$ cat config.mk
export PLATFORM = sky130hd
export DESIGN_NAME = spare_buf_mapper
export DESIGN_NICKNAME = d
export VERILOG_FILES = /design/src/rtl/sbm_pkg.sv /design/src/rtl/sbm_share.sv /design/src/rtl/sbm_seg_calc.sv /design/src/rtl/spare_buf_mapper.sv
export SDC_FILE = /design/constraint.sdc
export NUM_CORES = 1
export LEC_CHECK = 0
export ABC_AREA = 1
export CORE_MARGIN = 2
export CORE_UTILIZATION = 49
export CTS_BUF_LIST = sky130_fd_sc_hd__clkbuf_8
export DETAILED_ROUTE_END_ITERATION = 6
export GPL_TIMING_DRIVEN = 0
export PLACE_DENSITY_LB_ADDON = 0.15
export SLEW_MARGIN = 20
export SYNTH_ARGS = -nofsm -noshare
export SYNTH_HDL_FRONTEND = slang
export SYNTH_SLANG_ARGS = --single-unit
$ cat constraint.sdc
create_clock -name clk -period 15.67 [get_ports clk]
set_input_delay 3.9175 -clock clk [delete_from_list [all_inputs] [get_ports clk]]
set_output_delay 3.9175 -clock clk [all_outputs]
set_load 0.01 [all_outputs]
$ cat src/rtl/sbm_pkg.sv
package sbm_pkg;
  typedef enum logic [1:0] {ST_IDLE, ST_SEEK, ST_EMIT} sbm_state_e;
  localparam logic [1:0] PG_512 = 2'd0;
  localparam logic [1:0] PG_2K  = 2'd1;
endpackage

$ cat src/rtl/sbm_share.sv
module sbm_share #(
  parameter int SPARE_W = 8
) (
  input  logic [1:0]         cfg_page,
  input  logic [SPARE_W-1:0] cfg_spare,
  output logic [SPARE_W-1:0] share
);
  import sbm_pkg::*;

  function automatic logic [SPARE_W-1:0] f_share(input logic [1:0] pg,
                                                 input logic [SPARE_W-1:0] sp);
    logic [SPARE_W-1:0] s;
    case (pg)
      PG_512:  s = sp;
      PG_2K:   s = sp >> 2;
      default: s = sp >> 3;
    endcase
    s[0] = 1'b0;
    return s;
  endfunction

  assign share = f_share(cfg_page, cfg_spare);
endmodule

$ cat src/rtl/sbm_seg_calc.sv
module sbm_seg_calc #(
  parameter int          OFF_W    = 12,
  parameter int          SPARE_W  = 8,
  parameter int          NUM_BUFS = 8,
  parameter int          WIN      = 64,
  parameter int          ADDR_W   = 16,
  parameter int unsigned BASE     = 32'h1000,
  localparam int         IDX_W    = $clog2(NUM_BUFS),
  localparam int         WIN_LG   = $clog2(WIN)
) (
  input  logic [OFF_W-1:0]   cur_off,
  input  logic [OFF_W-1:0]   base_off,
  input  logic [IDX_W-1:0]   idx,
  input  logic [OFF_W-1:0]   rem,
  input  logic [SPARE_W-1:0] share,
  output logic [OFF_W-1:0]   in_off,
  output logic [OFF_W-1:0]   len,
  output logic               last,
  output logic               buf_done,
  output logic [ADDR_W-1:0]  addr
);
  localparam logic [IDX_W-1:0] LAST_IDX = IDX_W'(NUM_BUFS - 1);

  function automatic logic [OFF_W-1:0] f_len(input logic [OFF_W-1:0] o,
                                             input logic [SPARE_W-1:0] sh,
                                             input logic [OFF_W-1:0] r);
    logic [OFF_W-1:0] room;
    if (o >= OFF_W'(sh)) return r;
    room = OFF_W'(sh) - o;
    return (room < r) ? room : r;
  endfunction

  logic [OFF_W:0] end_off;
  logic [OFF_W:0] buf_end;

  assign in_off   = cur_off - base_off;
  assign len      = f_len(in_off, share, rem);
  assign last     = (len == rem);
  assign end_off  = {1'b0, cur_off} + {1'b0, len};
  assign buf_end  = {1'b0, base_off} + (OFF_W+1)'(share);
  assign buf_done = (idx != LAST_IDX) && (end_off >= buf_end);
  assign addr     = ADDR_W'(BASE) + (ADDR_W'(idx) << WIN_LG) + ADDR_W'(in_off);
endmodule

$ cat src/rtl/spare_buf_mapper.sv
module spare_buf_mapper #(
  parameter int          OFF_W    = 12,
  parameter int          SPARE_W  = 8,
  parameter int          NUM_BUFS = 8,
  parameter int          WIN      = 64,
  parameter int          ADDR_W   = 16,
  parameter int unsigned BASE     = 32'h1000,
  localparam int         IDX_W    = $clog2(NUM_BUFS)
) (
  input  logic               clk,
  input  logic               rst_n,
  input  logic [1:0]         cfg_page,
  input  logic [SPARE_W-1:0] cfg_spare,
  input  logic               req_valid,
  output logic               req_ready,
  input  logic [OFF_W-1:0]   req_off,
  input  logic [OFF_W-1:0]   req_len,
  output logic               seg_valid,
  input  logic               seg_ready,
  output logic [IDX_W-1:0]   seg_buf,
  output logic [OFF_W-1:0]   seg_off,
  output logic [OFF_W-1:0]   seg_len,
  output logic               seg_last,
  output logic [ADDR_W-1:0]  seg_addr
);
  import sbm_pkg::*;
  localparam logic [IDX_W-1:0] LAST_IDX = IDX_W'(NUM_BUFS - 1);

  sbm_state_e         state;
  logic [OFF_W-1:0]   cur_off, rem, base_off;
  logic [IDX_W-1:0]   idx;
  logic [SPARE_W-1:0] share;
  logic               buf_done;

  // named events for the checker
  logic accept_req, seg_fire, seek_step;

  sbm_share #(.SPARE_W(SPARE_W)) u_share (
    .cfg_page(cfg_page), .cfg_spare(cfg_spare), .share(share)
  );

  sbm_seg_calc #(
    .OFF_W(OFF_W), .SPARE_W(SPARE_W), .NUM_BUFS(NUM_BUFS),
    .WIN(WIN), .ADDR_W(ADDR_W), .BASE(BASE)
  ) u_calc (
    .cur_off(cur_off), .base_off(base_off), .idx(idx), .rem(rem),
    .share(share), .in_off(seg_off), .len(seg_len), .last(seg_last),
    .buf_done(buf_done), .addr(seg_addr)
  );

  assign req_ready  = (state == ST_IDLE);
  assign seg_valid  = (state == ST_EMIT);
  assign seg_buf    = idx;
  assign accept_req = req_valid && req_ready;
  assign seg_fire   = seg_valid && seg_ready;
  assign seek_step  = (state == ST_SEEK) && (idx != LAST_IDX) &&
                      ({1'b0, cur_off} >= ({1'b0, base_off} + (OFF_W+1)'(share)));

  always_ff @(posedge clk) begin
    if (!rst_n) begin
      state    <= ST_IDLE;
      cur_off  <= '0;
      rem      <= '0;
      base_off <= '0;
      idx      <= '0;
    end else begin
      case (state)
        ST_IDLE: if (accept_req) begin
          cur_off  <= req_off;
          rem      <= req_len;
          base_off <= '0;
          idx      <= '0;
          if (req_len != '0) state <= ST_SEEK;
        end
        ST_SEEK: if (seek_step) begin
          idx      <= idx + 1'b1;
          base_off <= base_off + OFF_W'(share);
        end else begin
          state <= ST_EMIT;
        end
        ST_EMIT: if (seg_ready) begin
          cur_off <= cur_off + seg_len;
          rem     <= rem - seg_len;
          if (seg_last) begin
            state <= ST_IDLE;
          end else if (buf_done) begin
            idx      <= idx + 1'b1;
            base_off <= base_off + OFF_W'(share);
          end
        end
        default: state <= ST_IDLE;
      endcase
    end
  end
endmodule

==> results.yml, run 1 <==
floorplan:
  die_h_um: 111.9
  io-pin-count: 84
  rows: 39
  die_w_um: 111.9
  start_util_pct: 50.20
  coreArea_mm2: 0.01137
  die-area_mm2: 0.01253
final_layout:
  drive_above_1_share_pct: 7.756
  nNetsFinal: 1100
  syn2layout_area_growth_pct: 19.25
  diodes: 0
  fin_cells: 1110
  fin_util_pct: 59.87
global_routing:
  grt_pass1_vias: 5401
  grt_max_degree: 15
  grt-ovfl-total: 0
  grt_pass1_wl_um: 26570
  grt_usage_pct: 26.51
  antenna_found_initial: 0
logic_synthesis:
  yosys.area.top_type: "ha_1"
  synth_area_mm2: 0.005708
  syn_area_per_cell_um2: 6.501
  synth_area_leaders: "ha_1, dfxtp_1, nand2_1, inv_1, a21oi_1"
  yosysMostFrequentCell: "nand2_1"
  synth-edff-count: 0
  synth_top_area_share_pct: 19.73
  ys.warnings.count: 0
  netlist-cell-type-count: 53
  synthArstFlopShare_pct: 0
  synth_cells: 878
  synth_ff_type: "dfxtp_1"
  ys_ff_latch: 40
  ys_seq_area_share_pct: 14.03
  ys_top_cells_by_count: "nand2_1, inv_1, ha_1"
route:
  wl_per_cell_um: 14.83
  drc_errors: 0
  num_vias: 5838
  viasPerCell: 5.259
  antenna_violating_nets_post_route: 0
  drt-initial-drc-count: 338
  firstDrtPassIters: 5
  drt-total-wl_um: 16460
clock_tree:
  h-tree-depth: 2
  root_buffer: "clkbuf_8"
  cts_setup_buffers: 0
  cts_made_buffers: 5
  cts_tree: "built"
  clock_path_buffers: 2
  cts_resized: 0
  clock-sinks: 40
  insertion_delay_ps: 320
  path_clk_slew_ps: 90
  hold_buffers: 0
sta:
  tightest_slew_ps: 844.5
  fin_crit_sh_pct: 91.73
  fin_worst_skew_ps: 20.45
  finalSetupViolations: 0
  period_needed_ps: 14370
  slew_headroom_pct: 42.24
  slew_viol_final: 0
  hold_slack_ps: 499.3
  finalHoldViolations: 0
  rsz0062_at_grt: "no"
  fmax_ghz: 0.06957
  tns_ps: 0
critical_path:
  crit_path_end: "seg_last"
  path_max_fanout: 10
  path_delay_family: "simple AND/OR/NAND/NOR gates"
  startpoint_type: "primary input"
  reg2reg_from: "cur_off[4]"
  timing.critical_path.from: "cfg_page[1]"
  crit_type: "primary input to output port"
  cp.required_ps: 11750
  crit_arrival_ps: 10460
  rr_endpoint: "base_off[2]"
  crit_path_max_incr_delay_ps: 570
  reg2reg_setup_slack_ps: 7430
  critPathSlowestCell: "nor4_1"
  cpMostUsedCell: "nand2_1"
  end_kind: "output port"
  critPathBufInv: 7
  path_depth: 34
  reg2reg_depth: 47
job:
  cap_violations: 0
placed_design:
  place.gp.congestion: 0.9350
  port_buffers: 80
  hpwl_um: 13810
  dp.cells: 1102
worst_hold_path:
  hp-class: "register to register"
status:
  outcome: "finished clean"
worst min path at each step:
stage | start | to | slack, ps | cells after the start
2_1_floorplan | rem[10] | rem[10] | 460 | 2
3_3_place_gp | rem[10] | rem[10] | 480 | 2
3_5_place_dp | rem[10] | rem[10] | 480 | 2
4_1_cts | rem[10] | rem[10] | 490 | 2
5_1_grt | rem[10] | rem[10] | 520 | 2
6_report | rem[10] | rem[10] | 500 | 2
cells by family (layout without fill, tap and decap cells):
family / after synthesis / count (layout) / synth area share [%]
compound gates: 171 / 171 / 16.99
xor+xnor: 39 / 39 / 6.313
fa+ha+maj: 96 / 96 / 21.83
buf+inv: 163 / 251 / 11.75
flops: 40 / 40 / 14.03
other cells: 2 / 3 / 0.1316
simple gates: 367 / 367 / 28.96
sequential cells by signal, summed over array words and instances (netlist names):
signal / flops
base_off: 11
state: 2
rem: 12
seg_buf: 3
cur_off: 12
worst reg2reg max path, delay by kind of cell (launching register included):
| kind | cells | cell delay, ps |
|---|---|---|
| and+or+nand+nor | 24 | 2390 |
| AOI/OAI and AO/OA | 9 | 2120 |
| DFF | 1 | 460 |
| adders and majority gates | 5 | 1590 |
| xor gates and xnor gates | 3 | 750 |
| buffers and inverters | 6 | 880 |
per-stage QoR:
| step | setup WS [ps] | instance area (um2) |
|---|---|---|
| 6_report | 1297 | 6807 |
| 4_1_cts | 1360 | 6807 |
| 3_3_place_gp | 1457 | 6691 |
| 2_1_floorplan | 3257 | 5712 |
| 5_1_grt | 703.0 | 6807 |
| 3_5_place_dp | 1375 | 6691 |
cell usage in the layout, fill, tap and decap left out, types with 3 or more instances in the layout:
cell             count
fa_1                 6
o211ai_1             6
clkbuf_1            10
inv_2                3
xor2_1              29
nor4_1               3
or2_2                7
o31ai_1              3
a21oi_1             87
nand3_1             40
xnor2_1              9
ha_1                90
buf_2                4
dfxtp_1             40
o22ai_1              4
nand2_1            183
o21ai_0             42
nor2_1              82
inv_1              131
a21oi_2              4
a221oi_1             5
buf_4               10
conb_1               3
nor2_2               3
clkdlybuf4s50_1     80
nand2_2             19
a31oi_1              5
nor3_1               4
nand4_1             10
nand3_2              4
clkbuf_8             5
layer usage:
metal,routed length (um),GRT usage (%)
met4,316,6.911
met3,930,3.157
met2,7457,44.48
met1,7754,36.28
met5,0,0
cell type report:
cell class	count	area, um2
timing repair buffer	80	800.8
clock buffer	5	68.82
sequential	40	800.8
inverter	137	515.5
buffer	26	155.1
fill	1132	4563
clock inverter	3	46.29
multi-input combinational	676	4240
tap	143	178.9
Power of run 1 is left out: the tool's default activity adds up to more than one toggle a clock period on the data nets, which glitch-free logic cannot reach.
==> inputs of run 2 (changes only) <==
--- a/config.mk
+++ b/config.mk
@@ -6,6 +6,7 @@
 export NUM_CORES = 1
 export LEC_CHECK = 0
 export ABC_AREA = 1
+export CAP_MARGIN = 20
 export CORE_MARGIN = 2
 export CORE_UTILIZATION = 49
 export CTS_BUF_LIST = sky130_fd_sc_hd__clkbuf_8
==> results of run 2 <==
The final DEF is identical to that of run 1; final timing and power are the same.
Power of run 2 is left out for the same reason.
